==> src/rtl/tsbp_pkg.sv <==
// Shared constants for the translation buffer pointer unit.
// Assumes a 64-bit register file addressed by a 4-bit index.
package tsbp_pkg;
    localparam int DATA_W   = 64;
    localparam int IDX_W    = 4;
    localparam int CTX_W    = 13;   // context field width in the fault tag
    localparam int SIZE_W   = 4;    // size code width in the descriptor
    localparam int SPLIT_B  = 12;   // split flag position in the descriptor
    localparam int LOW_ZERO = 4;    // pointer bits forced to zero
    localparam int TGT_CTX_LSB = 48; // tag-target position of the context
    localparam int TGT_VA_SHIFT = 22; // right shift of the address in the tag target
    localparam int NUM_PTR  = 2;

    // Register index map
    localparam logic [IDX_W-1:0] IDX_TGT   = 4'd0;
    localparam logic [IDX_W-1:0] IDX_PTR8  = 4'd1;
    localparam logic [IDX_W-1:0] IDX_PTR64 = 4'd2;
    localparam logic [IDX_W-1:0] IDX_DESC  = 4'd5;
    localparam logic [IDX_W-1:0] IDX_FTAG  = 4'd6;

    // Pointer variants: right shift of the address and value forced on the split bit
    function automatic int ptr_shift(input int k);
        return (k == 0) ? 9 : 12;
    endfunction

    function automatic logic ptr_split_val(input int k);
        return (k == 0) ? 1'b0 : 1'b1;
    endfunction
endpackage

==> src/rtl/tsbp_regs.sv <==
// Storage for the descriptor and fault tag registers.
// Assumes writes to any index other than the two storage indices are dropped.
module tsbp_regs
    import tsbp_pkg::*;
#(
    parameter int W  = DATA_W,
    parameter int IW = IDX_W
) (
    input  logic          clk,
    input  logic          rst_n,
    input  logic          wr_en,
    input  logic [IW-1:0] wr_idx,
    input  logic [W-1:0]  wr_data,
    output logic [W-1:0]  desc_q,
    output logic [W-1:0]  ftag_q
);
    localparam int NREG = 2;
    localparam logic [IW-1:0] REG_IDX [NREG] = '{IW'(IDX_DESC), IW'(IDX_FTAG)};

    logic [W-1:0] store [NREG];

    generate
        for (genvar g = 0; g < NREG; g++) begin : g_reg
            // Load one storage register when its own index is written
            always_ff @(posedge clk) begin
                if (!rst_n) begin
                    store[g] <= '0;
                end else if (wr_en && wr_idx == REG_IDX[g]) begin
                    store[g] <= wr_data;
                end
            end

            a_r2_load: assert property (@(posedge clk) disable iff (!rst_n)
                (wr_en && wr_idx == REG_IDX[g]) |=> store[g] == $past(wr_data));
            a_r3_hold: assert property (@(posedge clk) disable iff (!rst_n)
                !(wr_en && wr_idx == REG_IDX[g]) |=> $stable(store[g]));
        end
    endgenerate

    assign desc_q = store[0];
    assign ftag_q = store[1];

    a_r1_reset_clear: assert property (@(posedge clk) disable iff (!rst_n)
        !$past(rst_n) |-> (desc_q == '0 && ftag_q == '0));
endmodule

==> src/rtl/tsbp_ptr_calc.sv <==
// Derives one buffer entry pointer from the descriptor and the fault tag.
// Assumes VA_SHIFT is set for the page size and SPLIT_VAL picks the split half.
module tsbp_ptr_calc
    import tsbp_pkg::*;
#(
    parameter int   W         = DATA_W,
    parameter int   VA_SHIFT  = 9,
    parameter logic SPLIT_VAL = 1'b0
) (
    input  logic [W-1:0] desc,
    input  logic [W-1:0] ftag,
    output logic [W-1:0] ptr
);
    localparam logic [W-1:0] HIGH_ONES = {W{1'b1}} << CTX_W;
    localparam logic [W-1:0] LOW_CLR   = {W{1'b1}} << LOW_ZERO;
    localparam int POS_W = $clog2(W);

    logic [SIZE_W-1:0] size_code;
    logic              split;
    logic [W-1:0]      base;
    logic [W-1:0]      mask_sized;
    logic [W-1:0]      mask;
    logic [W-1:0]      va_shifted;
    logic [W-1:0]      va_adj;
    logic [POS_W-1:0]  split_pos;

    assign size_code = desc[SIZE_W-1:0];
    assign split     = desc[SPLIT_B];
    assign base      = desc & HIGH_ONES;
    assign split_pos = POS_W'(CTX_W) + POS_W'(size_code);

    // Build the base mask for the size code and the split flag
    always_comb begin
        mask_sized = HIGH_ONES << size_code;
        mask       = split ? (mask_sized << 1) : mask_sized;
    end

    // Move the fault address into place and force the split bit
    always_comb begin
        va_shifted = (ftag & HIGH_ONES) >> VA_SHIFT;
        va_adj     = va_shifted;
        if (split) begin
            va_adj[split_pos] = SPLIT_VAL;
        end
    end

    // Merge the base and address parts and clear the low bits
    always_comb begin
        ptr = ((base & mask) | (va_adj & ~mask)) & LOW_CLR;
    end
endmodule

==> src/rtl/tsbp_tag_tgt.sv <==
// Rearranges the fault tag into the tag-target comparison word.
// Assumes a 64-bit register with a 13-bit context field in the low bits.
module tsbp_tag_tgt
    import tsbp_pkg::*;
#(
    parameter int W = DATA_W
) (
    input  logic [W-1:0] ftag,
    output logic [W-1:0] tgt
);
    logic [W-1:0] ctx_part;
    logic [W-1:0] va_part;

    // Place the context high and the upper address bits low
    always_comb begin
        ctx_part = W'(ftag[CTX_W-1:0]) << TGT_CTX_LSB;
        va_part  = ftag >> TGT_VA_SHIFT;
        tgt      = ctx_part | va_part;
    end
endmodule

==> src/rtl/tsb_ptr_unit.sv <==
// Top of the translation buffer pointer unit: storage, two pointer
// generators, the tag-target view and the read multiplexer.
// Assumes reads are combinational and all inputs are known after reset.
module tsb_ptr_unit
    import tsbp_pkg::*;
#(
    parameter int W  = DATA_W,
    parameter int IW = IDX_W
) (
    input  logic          clk,
    input  logic          rst_n,
    input  logic          wr_en,
    input  logic [IW-1:0] wr_idx,
    input  logic [W-1:0]  wr_data,
    input  logic [IW-1:0] rd_idx,
    output logic [W-1:0]  rd_data
);
    localparam int POS_W = $clog2(W);

    logic [W-1:0] desc_q;
    logic [W-1:0] ftag_q;
    logic [W-1:0] tgt;
    logic [W-1:0] ptrs [NUM_PTR];

    tsbp_regs #(.W(W), .IW(IW)) u_regs (
        .clk     (clk),
        .rst_n   (rst_n),
        .wr_en   (wr_en),
        .wr_idx  (wr_idx),
        .wr_data (wr_data),
        .desc_q  (desc_q),
        .ftag_q  (ftag_q)
    );

    generate
        for (genvar k = 0; k < NUM_PTR; k++) begin : g_ptr
            tsbp_ptr_calc #(
                .W         (W),
                .VA_SHIFT  (ptr_shift(k)),
                .SPLIT_VAL (ptr_split_val(k))
            ) u_ptr (
                .desc (desc_q),
                .ftag (ftag_q),
                .ptr  (ptrs[k])
            );
        end
    endgenerate

    tsbp_tag_tgt #(.W(W)) u_tgt (
        .ftag (ftag_q),
        .tgt  (tgt)
    );

    // Select the read value by index; unmapped indices read zero
    always_comb begin
        case (rd_idx)
            IW'(IDX_TGT):   rd_data = tgt;
            IW'(IDX_PTR8):  rd_data = ptrs[0];
            IW'(IDX_PTR64): rd_data = ptrs[1];
            IW'(IDX_DESC):  rd_data = desc_q;
            IW'(IDX_FTAG):  rd_data = ftag_q;
            default:        rd_data = '0;
        endcase
    end

    logic [POS_W-1:0] chk_split_pos;
    assign chk_split_pos = POS_W'(CTX_W) + POS_W'(desc_q[SIZE_W-1:0]);

    // the two pointers fall in opposite halves when split
    a_r6_split_halves: assert property (@(posedge clk) disable iff (!rst_n)
        desc_q[SPLIT_B] |-> (ptrs[0][chk_split_pos] == 1'b0 && ptrs[1][chk_split_pos] == 1'b1));
    // with size 0 and no split the base bits pass straight through
    a_r4_base_pass: assert property (@(posedge clk) disable iff (!rst_n)
        (desc_q[SIZE_W-1:0] == '0 && !desc_q[SPLIT_B]) |-> ptrs[0][W-1:CTX_W] == desc_q[W-1:CTX_W]);
    // pointer reads never carry low bits
    a_r7_ptr_aligned: assert property (@(posedge clk) disable iff (!rst_n)
        (rd_idx == IW'(IDX_PTR8) || rd_idx == IW'(IDX_PTR64)) |-> rd_data[LOW_ZERO-1:0] == '0);
    // the tag target leaves its unused bit ranges empty
    a_r8_tgt_gaps: assert property (@(posedge clk) disable iff (!rst_n)
        (rd_idx == IW'(IDX_TGT)) |-> (rd_data[W-1:61] == '0 && rd_data[47:42] == '0));
    // unmapped indices read zero
    a_r9_unmapped_zero: assert property (@(posedge clk) disable iff (!rst_n)
        (rd_idx == 4'd3 || rd_idx == 4'd4 || rd_idx >= 4'd7) |-> rd_data == '0);
endmodule

==> config.mk <==
export PLATFORM = sky130hd
export DESIGN_NAME = tsb_ptr_unit
export DESIGN_NICKNAME = d
export VERILOG_FILES = /design/src/rtl/tsbp_pkg.sv /design/src/rtl/tsbp_regs.sv /design/src/rtl/tsbp_ptr_calc.sv /design/src/rtl/tsbp_tag_tgt.sv /design/src/rtl/tsb_ptr_unit.sv
export SDC_FILE = /design/constraint.sdc
export NUM_CORES = 1
export LEC_CHECK = 0
export BUFFER_PORTS_ARGS = -buffer_cell sky130_fd_sc_hd__buf_4
export CAP_MARGIN = 20
export CORE_ASPECT_RATIO = 0.75
export CORE_UTILIZATION = 35
export CTS_CLUSTER_DIAMETER = 40
export DETAILED_ROUTE_END_ITERATION = 6
export PLACE_DENSITY = 0.64
export SYNTH_ARGS = -nofsm -noshare
export SYNTH_HDL_FRONTEND = slang
export SYNTH_SLANG_ARGS = --single-unit
==> constraint.sdc <==
create_clock -name clk -period 3.3 [get_ports clk]
set_input_delay 0.66 -clock clk [delete_from_list [all_inputs] [get_ports clk]]
set_output_delay 0.66 -clock clk [all_outputs]
set_load 0.005 [all_outputs]
==> results of run 1 <==
[cell type report]
class / instances / area, µm² / area share
flip-flops and latches: 128 / 3840 / 0.429
clock buffers: 20 / 437 / 0.0487
clock inverters: 12 / 160 / 0.0179
well taps: 253 / 317 / 0.0353
multi-input cells: 379 / 2740 / 0.306
repair buffers: 166 / 1310 / 0.146
inverters: 42 / 158 / 0.0176
[power by group]
part	internal, W	switching, W
Sequential	0.00189	0.0000879
Clock	0.00119	0.000712
Combinational	0.000243	0.000266
Total	0.00333	0.00107
[cell usage in the layout (no fill, tap or decap), drive strengths merged, types with 3 or more instances in the layout]
| cell type | count |
|---|---|
| a21o | 4 |
| nand2b | 4 |
| nor2b | 3 |
| a2111o | 4 |
| and4b | 3 |
| inv | 44 |
| a311oi | 8 |
| or3 | 4 |
| nand3 | 21 |
| nand2 | 18 |
| nor2 | 6 |
| nor3b | 3 |
| nand3b | 6 |
| o31ai | 8 |
| clkbuf | 20 |
| and3 | 6 |
| a2111oi | 5 |
| bufinv | 3 |
| buf | 166 |
| and2 | 129 |
| o211ai | 6 |
| a22oi | 14 |
| a211o | 3 |
| a22o | 12 |
| edfxtp | 128 |
| a21oi | 12 |
| clkinv | 6 |
| a222oi | 43 |
| nor3 | 6 |
| o21ai | 13 |
| o21a | 5 |
[timing repair]
item,4_1_cts,5_1_grt
setup endpoints to repair,0,8
endpoints found under the hold margin,0,0
resized for setup,0,11
setup buffers,0,5
[worst paths after layout]
check / slack, ns / endpoint / cells after the start / from
worst max-delay path: 0.09 / rd_data[14] / 7 / u_regs.store[0][0]
worst min-delay path: 0.52 / u_regs.store[0][39] / 2 / wr_data[39]
[synthesized netlist by cell type, types with 8 or more instances]
cell and n:
a21oi_1 12, a222oi_1 43, a22o_1 12, a22oi_1 14, a311oi_1 8, and2_1 129
buf_2 12, clkbuf_1 39, edfxtp_1 128, inv_1 42, nand2_1 18, nand3_1 21
o21ai_0 12, o31ai_1 8
[per-stage QoR]
step / cells / utilization / hold slack, ns
CTS: 995 / 0.459 / 0.511
global route: 1000 / 0.463 / 0.506
global placement: 963 / 0.428 / 0.943
finish: 1000 / 0.463 / 0.522
detailed placement: 963 / 0.428 / 0.948
floorplan: 606 / - / 0.858
[per-layer routing]
metal | vias up | part of all wire | track usage | wire length (µm)
li1 | 2581 | - | - | -
met1 | 2794 | 0.46 | 0.322 | 10300
met2 | 280 | 0.43 | 0.336 | 9750
met3 | 18 | 0.10 | 0.0756 | 2260
met4 | 0 | 0.0089 | 0.0492 | 201
met5 | - | 0 | 0 | 0
[cell families after synthesis]
kind of cell	share of synthesized area
AO/OA/AOI/OAI	0.181
XOR/XNOR	0.00380
adder cells (fa/ha/maj)	0.00362
buffers and inverters	0.0602
flip-flops	0.556
AND/OR/NAND/NOR	0.196
==> results.yml, run 1 <==
sta:
  worst_slew_pin_slew_ns: 0.697
  slew_headroom: 0.534
  max_freq_mhz: 312
  final_hold_viol_count: 0
  period_share: 0.972
  setup_ws_ns: 0.0916
  fin_crit_ns: 3.21
  tns_ns: 0
  final_max_slew_viol_count: 0
  setup_viol: 0
  rsz0062_at_grt: "false"
clock_network:
  cts.sinks: 128
  clockRootBuffer: "clkbuf_16"
  htree_levels: 4
  cts_made_buffers: 17
  cts_tree: "built"
  ctsHoldBuffers: 0
  cts_buffer_depth: 2
  clkTransAtPathRegs_ns: 0.06
power:
  p_total_w: 0.00439
  p_leak_nw: 3.67
  ir_drop_uv: 312
  power_density_nw_per_um2: 490
final_layout:
  fill_cells: 1846
  final_cell_area_um2: 8960
  largest_reg_flops: 128
  area_growth_pct: 29.6
  top_register: "u_regs.store"
  drive_above_1_share: 0.282
  fin_nets: 811
  reg_top3: "u_regs.store (128)"
  diodes: 0
critical_path:
  arrival_ns: 2.55
  cp-end-kind: "output pin"
  required_ns: 2.64
  crit_chain: "nand2_1 > ha_4 > or3b_4 > or3_4 > a211o_1 > o21ai_2 > buf_4"
  path_class: "reg2out"
  max_stage_delay_ns: 0.39
  path_buf_inv: 1
  crit_fanout: 6
  path_delay_family: "simple AND/OR/NAND/NOR gates"
  start_kind: "flop"
  slowest_stage: "edfxtp_1"
global_route:
  grt_start_max_net_pins: 65
  antenna_found_initial: 0
  grt_first_pass_wirelength_mm: 33.3
  grt_use_total: 0.227
  overflow: 0
  grt_pass1_vias: 5507
detailed_routing:
  drt_wl_total_mm: 22.5
  wl_per_cell_um: 22.5
  vias: 5673
  firstDrtPassIters: 6
  vias_per_cell: 5.67
  drc: 0
  ant_nets: 0
  first_iter_violations: 746
yosys:
  netlist_area_um2: 6920
  synth_ff_type: "edfxtp_1"
  syn-num-nets: 683
  synth_top_area_share: 0.556
  synth_cells: 606
  seq_area_frac_synth: 0.556
  synth_edf_count: 128
  ys_ff_latch: 128
  syn_avg_cell_area_um2: 11.4
  yosys.cell_types.count: 57
  synth_top_cell_by_area: "edfxtp_1"
  synthArstFlopShare: 0
  synthTopCellsByArea: "edfxtp_1, and2_1, a222oi_1, inv_1, clkbuf_1"
  yosys_warnings: 0
die:
  rows: 44
  die_y_um: 124
  floorplan.initialDensity: 0.357
  die-area_um2: 20300
  die_x_um: 164
  placeableCoreArea_um2: 19400
  io_pins: 139
placement:
  postPlaceCellArea_um2: 8290
  pre_cts_slack_ns: 0.191
  io_buffers: 138
  place_congestion: 0.928
  dp_hpwl_mm: 15.8
min_path:
  hold_class: "in2reg"
job:
  maxCapViolCount: 0
status:
  outcome: "finished clean"
Note: power is estimated with default switching activity, not from simulation.
==> run 2: changes to the inputs <==
--- a/config.mk
+++ b/config.mk
@@ -11,7 +11,9 @@
 export CORE_UTILIZATION = 35
 export CTS_CLUSTER_DIAMETER = 40
 export DETAILED_ROUTE_END_ITERATION = 6
-export PLACE_DENSITY = 0.64
+export GPL_TIMING_DRIVEN = 0
+export PLACE_DENSITY = 0.62
 export SYNTH_ARGS = -nofsm -noshare
 export SYNTH_HDL_FRONTEND = slang
+export SYNTH_HIERARCHICAL = 1
 export SYNTH_SLANG_ARGS = --single-unit
==> run 2 against run 1 <==
  * The run now ends with setup timing left
  * Clock-buffer cell count did not move
  * Flip-flop and latch count unchanged
  * First-iteration DRC count increased by 40%
  * Area after synthesis rose by 44%
  * Maximum frequency shrank 8.3%
  * Synthesized cell count rose by 66%
  * Sequential power is 2% higher
  * Critical path type unchanged
  * Highest routed layer is now met5
==> results.yml, run 2 <==
status:
  violations: "setup timing"
  outcome: "complete, but fails checks"
yosys:
  synth_common_cells: "buf_4, and3_1, edfxtp_1, mux2i_1, inv_1"
  synthArstFlopShare: 0
  synth_edf_count: 128
  synth_ff_type: "edfxtp_1"
  synth_most_common_cell: "buf_4"
  yosys.cell_types.count: 75
  seq_area_frac_synth: 0.387
  syn_avg_cell_area_um2: 9.85
  yosys_warnings: 6
  synth_top_area_share: 0.387
  netlist_area_um2: 9930
  synth_top_cell_by_area: "edfxtp_1"
  synth_cells: 1008
  synthTopCellsByArea: "edfxtp_1, buf_4, mux2i_1, and3_1, o221ai_1"
  ys_ff_latch: 128
global_route:
  grt_first_pass_wirelength_mm: 55.9
  grt_start_max_net_pins: 28
  antenna_found_initial: 2
  grt_pass1_vias: 8554
  overflow: 0
  grt_use_total: 0.267
final_layout:
  multiInputGateArea_um2: 4690
  seq_area_um2: 3840
  reg_top3: "u_regs/store (128)"
  top_register: "u_regs/store"
  diodes: 0
  drive_above_1_share: 0.413
  final_cell_mix: "buf_4, and3_1, edfxtp_1"
  fin_nets: 1279
  final_cells: 1598
  layout_commonest_cell: "buf_4"
  area_growth_pct: 29.6
  largest_reg_flops: 128
  fill_cells: 2654
sta:
  max_freq_mhz: 286
  worst_slew_pin_slew_ns: 0.866
  final_hold_viol_count: 0
  final_max_slew_viol_count: 0
  setup_viol: 15
  fin_crit_ns: 3.50
  slew_headroom: 0.423
  period_share: 1.06
  rsz0062_at_grt: "true"
  setup_ws_ns: -0.200
min_path:
  hold_class: "in2reg"
  whs_endpoint: "u_regs/store[1][55]"
  hp-start: "wr_data[55]"
  holdPathStages: 2
power:
  p_sw_w: 0.00147
  power_frac_clock: 0.398
  internal_power_w: 0.00381
  combPwrFrac: 0.220
  p_leak_nw: 5.94
  switching_share: 0.279
  seq_power_share: 0.382
  ir_drop_uv: 336
  power_density_nw_per_um2: 410
critical_path:
  crit_chain: "buf_6 > buf_8 > inv_4 > ha_4 > buf_8 > buf_4 > nand3_2 > nand2_1 > a31oi_1 > inv_1 > o22a_1 > o21ai_2 > buf_4"
  crit_fanout: 5
  slowest_stage: "edfxtp_1"
  path_depth: 13
  cp-end-kind: "output pin"
  path_class: "reg2out"
  start_kind: "flop"
  max_stage_delay_ns: 0.55
  path_buf_inv: 7
  path_delay_family: "buffers and inverters"
  required_ns: 2.64
  arrival_ns: 2.84
die:
  placeableCoreArea_um2: 28000
  rows: 53
  io_pins: 139
  die-area_um2: 29100
  die_x_um: 197
  die_y_um: 148
  floorplan.initialDensity: 0.355
detailed_routing:
  drc: 0
  vias: 8818
  first_iter_violations: 1046
  firstDrtPassIters: 6
  drt_wl_total_mm: 39.0
  vias_per_cell: 5.52
  ant_nets: 0
  wl_per_cell_um: 24.4
placement:
  io_buffers: 136
  dp_cells: 1547
  place_congestion: 0.963
  dp_hpwl_mm: 29.0
  pre_cts_slack_ns: -0.345
clock_network:
  cts.sinks: 128
  htree_levels: 4
  clkTransAtPathRegs_ns: 0.06
  cts_tree: "built"
  clockRootBuffer: "clkbuf_16"
  cts_buffer_depth: 2
  cts_made_buffers: 17
job:
  maxCapViolCount: 0
run 2: power groups by stage:
stage / logic, W / clock network, W / registers, W
after floorplan: 0.000616 / 0 / 0.00199
after global placement: 0.000978 / 0 / 0.00207
after detailed placement: 0.00100 / 0 / 0.00205
after CTS: 0.00111 / 0.00212 / 0.00201
after global routing: 0.00123 / 0.00217 / 0.00202
final: 0.00116 / 0.00210 / 0.00202
run 2: per-layer routing:
layer  vias up  GRT usage  routed length (µm)
li1       3941          -                   -
met1      4336      0.394               18100
met2       477      0.382               16200
met4         2     0.0723                 790
met5         -          0                  10
met3        62     0.0689                3850
run 2: worst max path at each step:
stage / from / end / slack (ns)
floorplan: wr_idx[3] / u_regs/store[0][0] / -0.89
global placement: wr_idx[3] / u_regs/store[1][23] / -2.82
detailed placement: u_regs/store[0][1] / rd_data[18] / -0.34
CTS: u_regs/store[0][1] / rd_data[16] / -0.17
global route: u_regs/store[0][1] / rd_data[27] / -0.25
finish: u_regs/store[0][2] / rd_data[22] / -0.20
run 2: stage by stage:
step,hold WS [ns],cell area (µm²),setup TNS [ns],util,total power [W]
global route,0.536,12900,-2.23,0.460,0.00542
CTS,0.526,12700,-0.952,0.455,0.00524
finish,0.540,12900,-1.48,0.460,0.00528
global placement,0.971,11500,-361.10,0.411,0.00304
floorplan,0.883,9990,-114.02,-,0.00260
detailed placement,0.973,11600,-2.43,0.415,0.00305
run 2: final cells by class:
type / instances / share of cell area
clock inverters: 12 / 0.0159
clock buffers: 20 / 0.0339
multi-input cells: 587 / 0.364
plain buffers: 242 / 0.129
inverters: 64 / 0.0194
flip-flops and latches: 128 / 0.299
repair buffers: 160 / 0.102
well taps: 385 / 0.0374
run 2: repair_timing:
action                                  CTS  global route
cloned                                    1             0
hold buffers                              0             0
setup buffers                            17             2
endpoints found under the setup margin   19            19
pin swaps                                18            13
gates resized for setup                  71            28
run 2: cells by family after synthesis:
| kind of cell | after synthesis | share of synthesized area |
|---|---|---|
| buffers and inverters | 307 | 0.188 |
| other | 3 | 0.00113 |
| XOR/XNOR | 2 | 0.00176 |
| multiplexers | 114 | 0.118 |
| adder cells (fa/ha/maj) | 4 | 0.00504 |
| AO/OA/AOI/OAI | 189 | 0.144 |
| flip-flops | 128 | 0.387 |
| AND/OR/NAND/NOR | 261 | 0.155 |
==> run 3: changes to the inputs <==
--- a/config.mk
+++ b/config.mk
@@ -10,6 +10,7 @@
 export CORE_ASPECT_RATIO = 0.75
 export CORE_UTILIZATION = 35
 export CTS_CLUSTER_DIAMETER = 40
+export CTS_CLUSTER_SIZE = 20
 export DETAILED_ROUTE_END_ITERATION = 6
 export GPL_TIMING_DRIVEN = 0
 export PLACE_DENSITY = 0.62
@@ -17,3 +18,4 @@
 export SYNTH_HDL_FRONTEND = slang
 export SYNTH_HIERARCHICAL = 1
 export SYNTH_SLANG_ARGS = --single-unit
+export TNS_END_PERCENT = 20
==> run 3 against run 2 <==
  * The flow still finishes with violations (setup timing)
  * Global-route usage about the same
  * Die area unchanged
  * Maximum frequency down 0.28%
  * Largest power group unchanged
  * Power down 0.32%
  * Clock power about the same
  * Largest cell class unchanged
  * Sequential share of layout area up 0.21 points
  * Final cell count down 0.13%
  * Final area down 0.71%
  * Critical path depth down 1
  * Routed wire length down 0.42%
  * Hold slack better by 0.0032 ns
==> results.yml, run 3 (synthesis results as in run 2) <==
min_path:
  hold_class: "in2reg"
detailed_routing:
  drc: 0
  vias: 8813
  wl_per_cell_um: 24.3
  first_iter_violations: 1150
  vias_per_cell: 5.52
  drt_wl_total_mm: 38.8
  firstDrtPassIters: 5
  ant_nets: 0
clock_network:
  cts.sinks: 128
  cts_tree: "built"
  cts_buffer_depth: 2
  clockRootBuffer: "clkbuf_16"
  cts_made_buffers: 17
  ctsHoldBuffers: 0
  htree_levels: 4
  clkTransAtPathRegs_ns: 0.06
final_layout:
  largest_reg_flops: 128
  multiInputGateArea_um2: 4610
  drive_above_1_share: 0.405
  final_cell_mix: "buf_4, and3_1, edfxtp_1"
  reg_top3: "u_regs/store (128)"
  seq_area_um2: 3840
  fill_cells: 2676
  area_growth_pct: 28.7
  fin_nets: 1277
  final_cell_area_um2: 12800
  layout_commonest_cell: "buf_4"
  top_register: "u_regs/store"
  diodes: 0
sta:
  slew_headroom: 0.431
  max_freq_mhz: 285
  period_share: 1.06
  fin_crit_ns: 3.51
  rsz0062_at_grt: "true"
  setup_ws_ns: -0.210
  worst_slew_pin_slew_ns: 0.850
  holdWs_ns: 0.543
  final_max_slew_viol_count: 0
  setup_viol: 17
  final_hold_viol_count: 0
die:
  die_y_um: 148
  floorplan.initialDensity: 0.355
  io_pins: 139
  die-area_um2: 29100
  rows: 53
  placeableCoreArea_um2: 28000
  die_x_um: 197
critical_path:
  crit_fanout: 6
  required_ns: 2.64
  path_class: "reg2out"
  cp-end-kind: "output pin"
  arrival_ns: 2.85
  start_kind: "flop"
placement:
  postPlaceCellArea_um2: 11600
  io_buffers: 136
  dp_hpwl_mm: 29.0
  place_congestion: 0.963
global_route:
  grt_use_total: 0.267
  grt_pass1_vias: 8552
  antenna_found_initial: 2
  grt_first_pass_wirelength_mm: 56.0
  overflow: 0
  grt_start_max_net_pins: 28
job:
  maxCapViolCount: 0
power:
  p_leak_nw: 5.92
  ir_drop_uv: 332
  power_density_nw_per_um2: 412
status:
  outcome: "complete, but fails checks"
  violations: "setup timing"
-- run 3: cell count changes in the layout (fill, tap and decap cells not counted), moves of 2 or more --
cell	before	now
a211oi_1	1	3
a211oi_2	4	2
a41oi_1	1	3
a41oi_2	4	2
-- run 3: routing by layer --
metal | global-route usage | vias up | part of all wire
met5 | 0 | - | 0.00031
met4 | 0.0723 | 2 | 0.018
met3 | 0.0659 | 52 | 0.095
met2 | 0.382 | 469 | 0.42
met1 | 0.396 | 4348 | 0.47
li1 | - | 3942 | -
-- run 3: what timing repair did --
action	4_1_cts	5_1_grt
pin swaps	15	10
cloned	1	0
gates resized for setup	66	17
endpoints found under the setup margin	19	19
setup buffers	15	2
-- run 3: final cells by class --
cell class	count	area share
inverters	64	0.0194
multi-input cells	587	0.360
clock buffers	20	0.0342
well taps	385	0.0377
repair buffers	158	0.102
plain buffers	242	0.130
clock inverters	12	0.0161
flip-flops and latches	128	0.301
-- run 3: where the power goes --
group	internal (W)	total (W)	switching, W	leakage, nW
combinational	0.000564	0.00115	0.000582	4.39
clock	0.00135	0.00210	0.000755	0.307
sequential	0.00189	0.00202	0.000126	1.23
-- run 3: worst paths after layout --
check,startpoint,endpoint,slack (ns),cells past startpoint
max,u_regs/store[0][2],rd_data[16],-0.21,12
min,wr_data[26],u_regs/store[0][26],0.54,2
-- run 3: critical path, cell delays in order (launching register included) --
cell and delay [ns]:
edfxtp_1 0.56, buf_6 0.19, buf_8 0.10, inv_4 0.03, ha_4 0.32, buf_8 0.12
nand4_1 0.09, a31oi_1 0.21, o32a_1 0.24, inv_1 0.07, o22a_1 0.20, o21ai_2 0.15
buf_4 0.14
-- run 3: stage by stage --
| stage | setup TNS [ns] | utilization | power, W | setup slack (ns) | instances |
|---|---|---|---|---|---|
| global route | -2.58 | 0.457 | 0.00541 | -0.256 | 1596 |
| finish | -1.66 | 0.457 | 0.00527 | -0.210 | 1596 |
| detailed placement | -2.43 | 0.415 | 0.00305 | -0.345 | 1547 |
| global placement | -361.10 | 0.411 | 0.00304 | -2.82 | 1543 |
| floorplan | -114.02 | - | 0.00260 | -0.891 | 1022 |
| CTS | -1.05 | 0.454 | 0.00524 | -0.173 | 1595 |
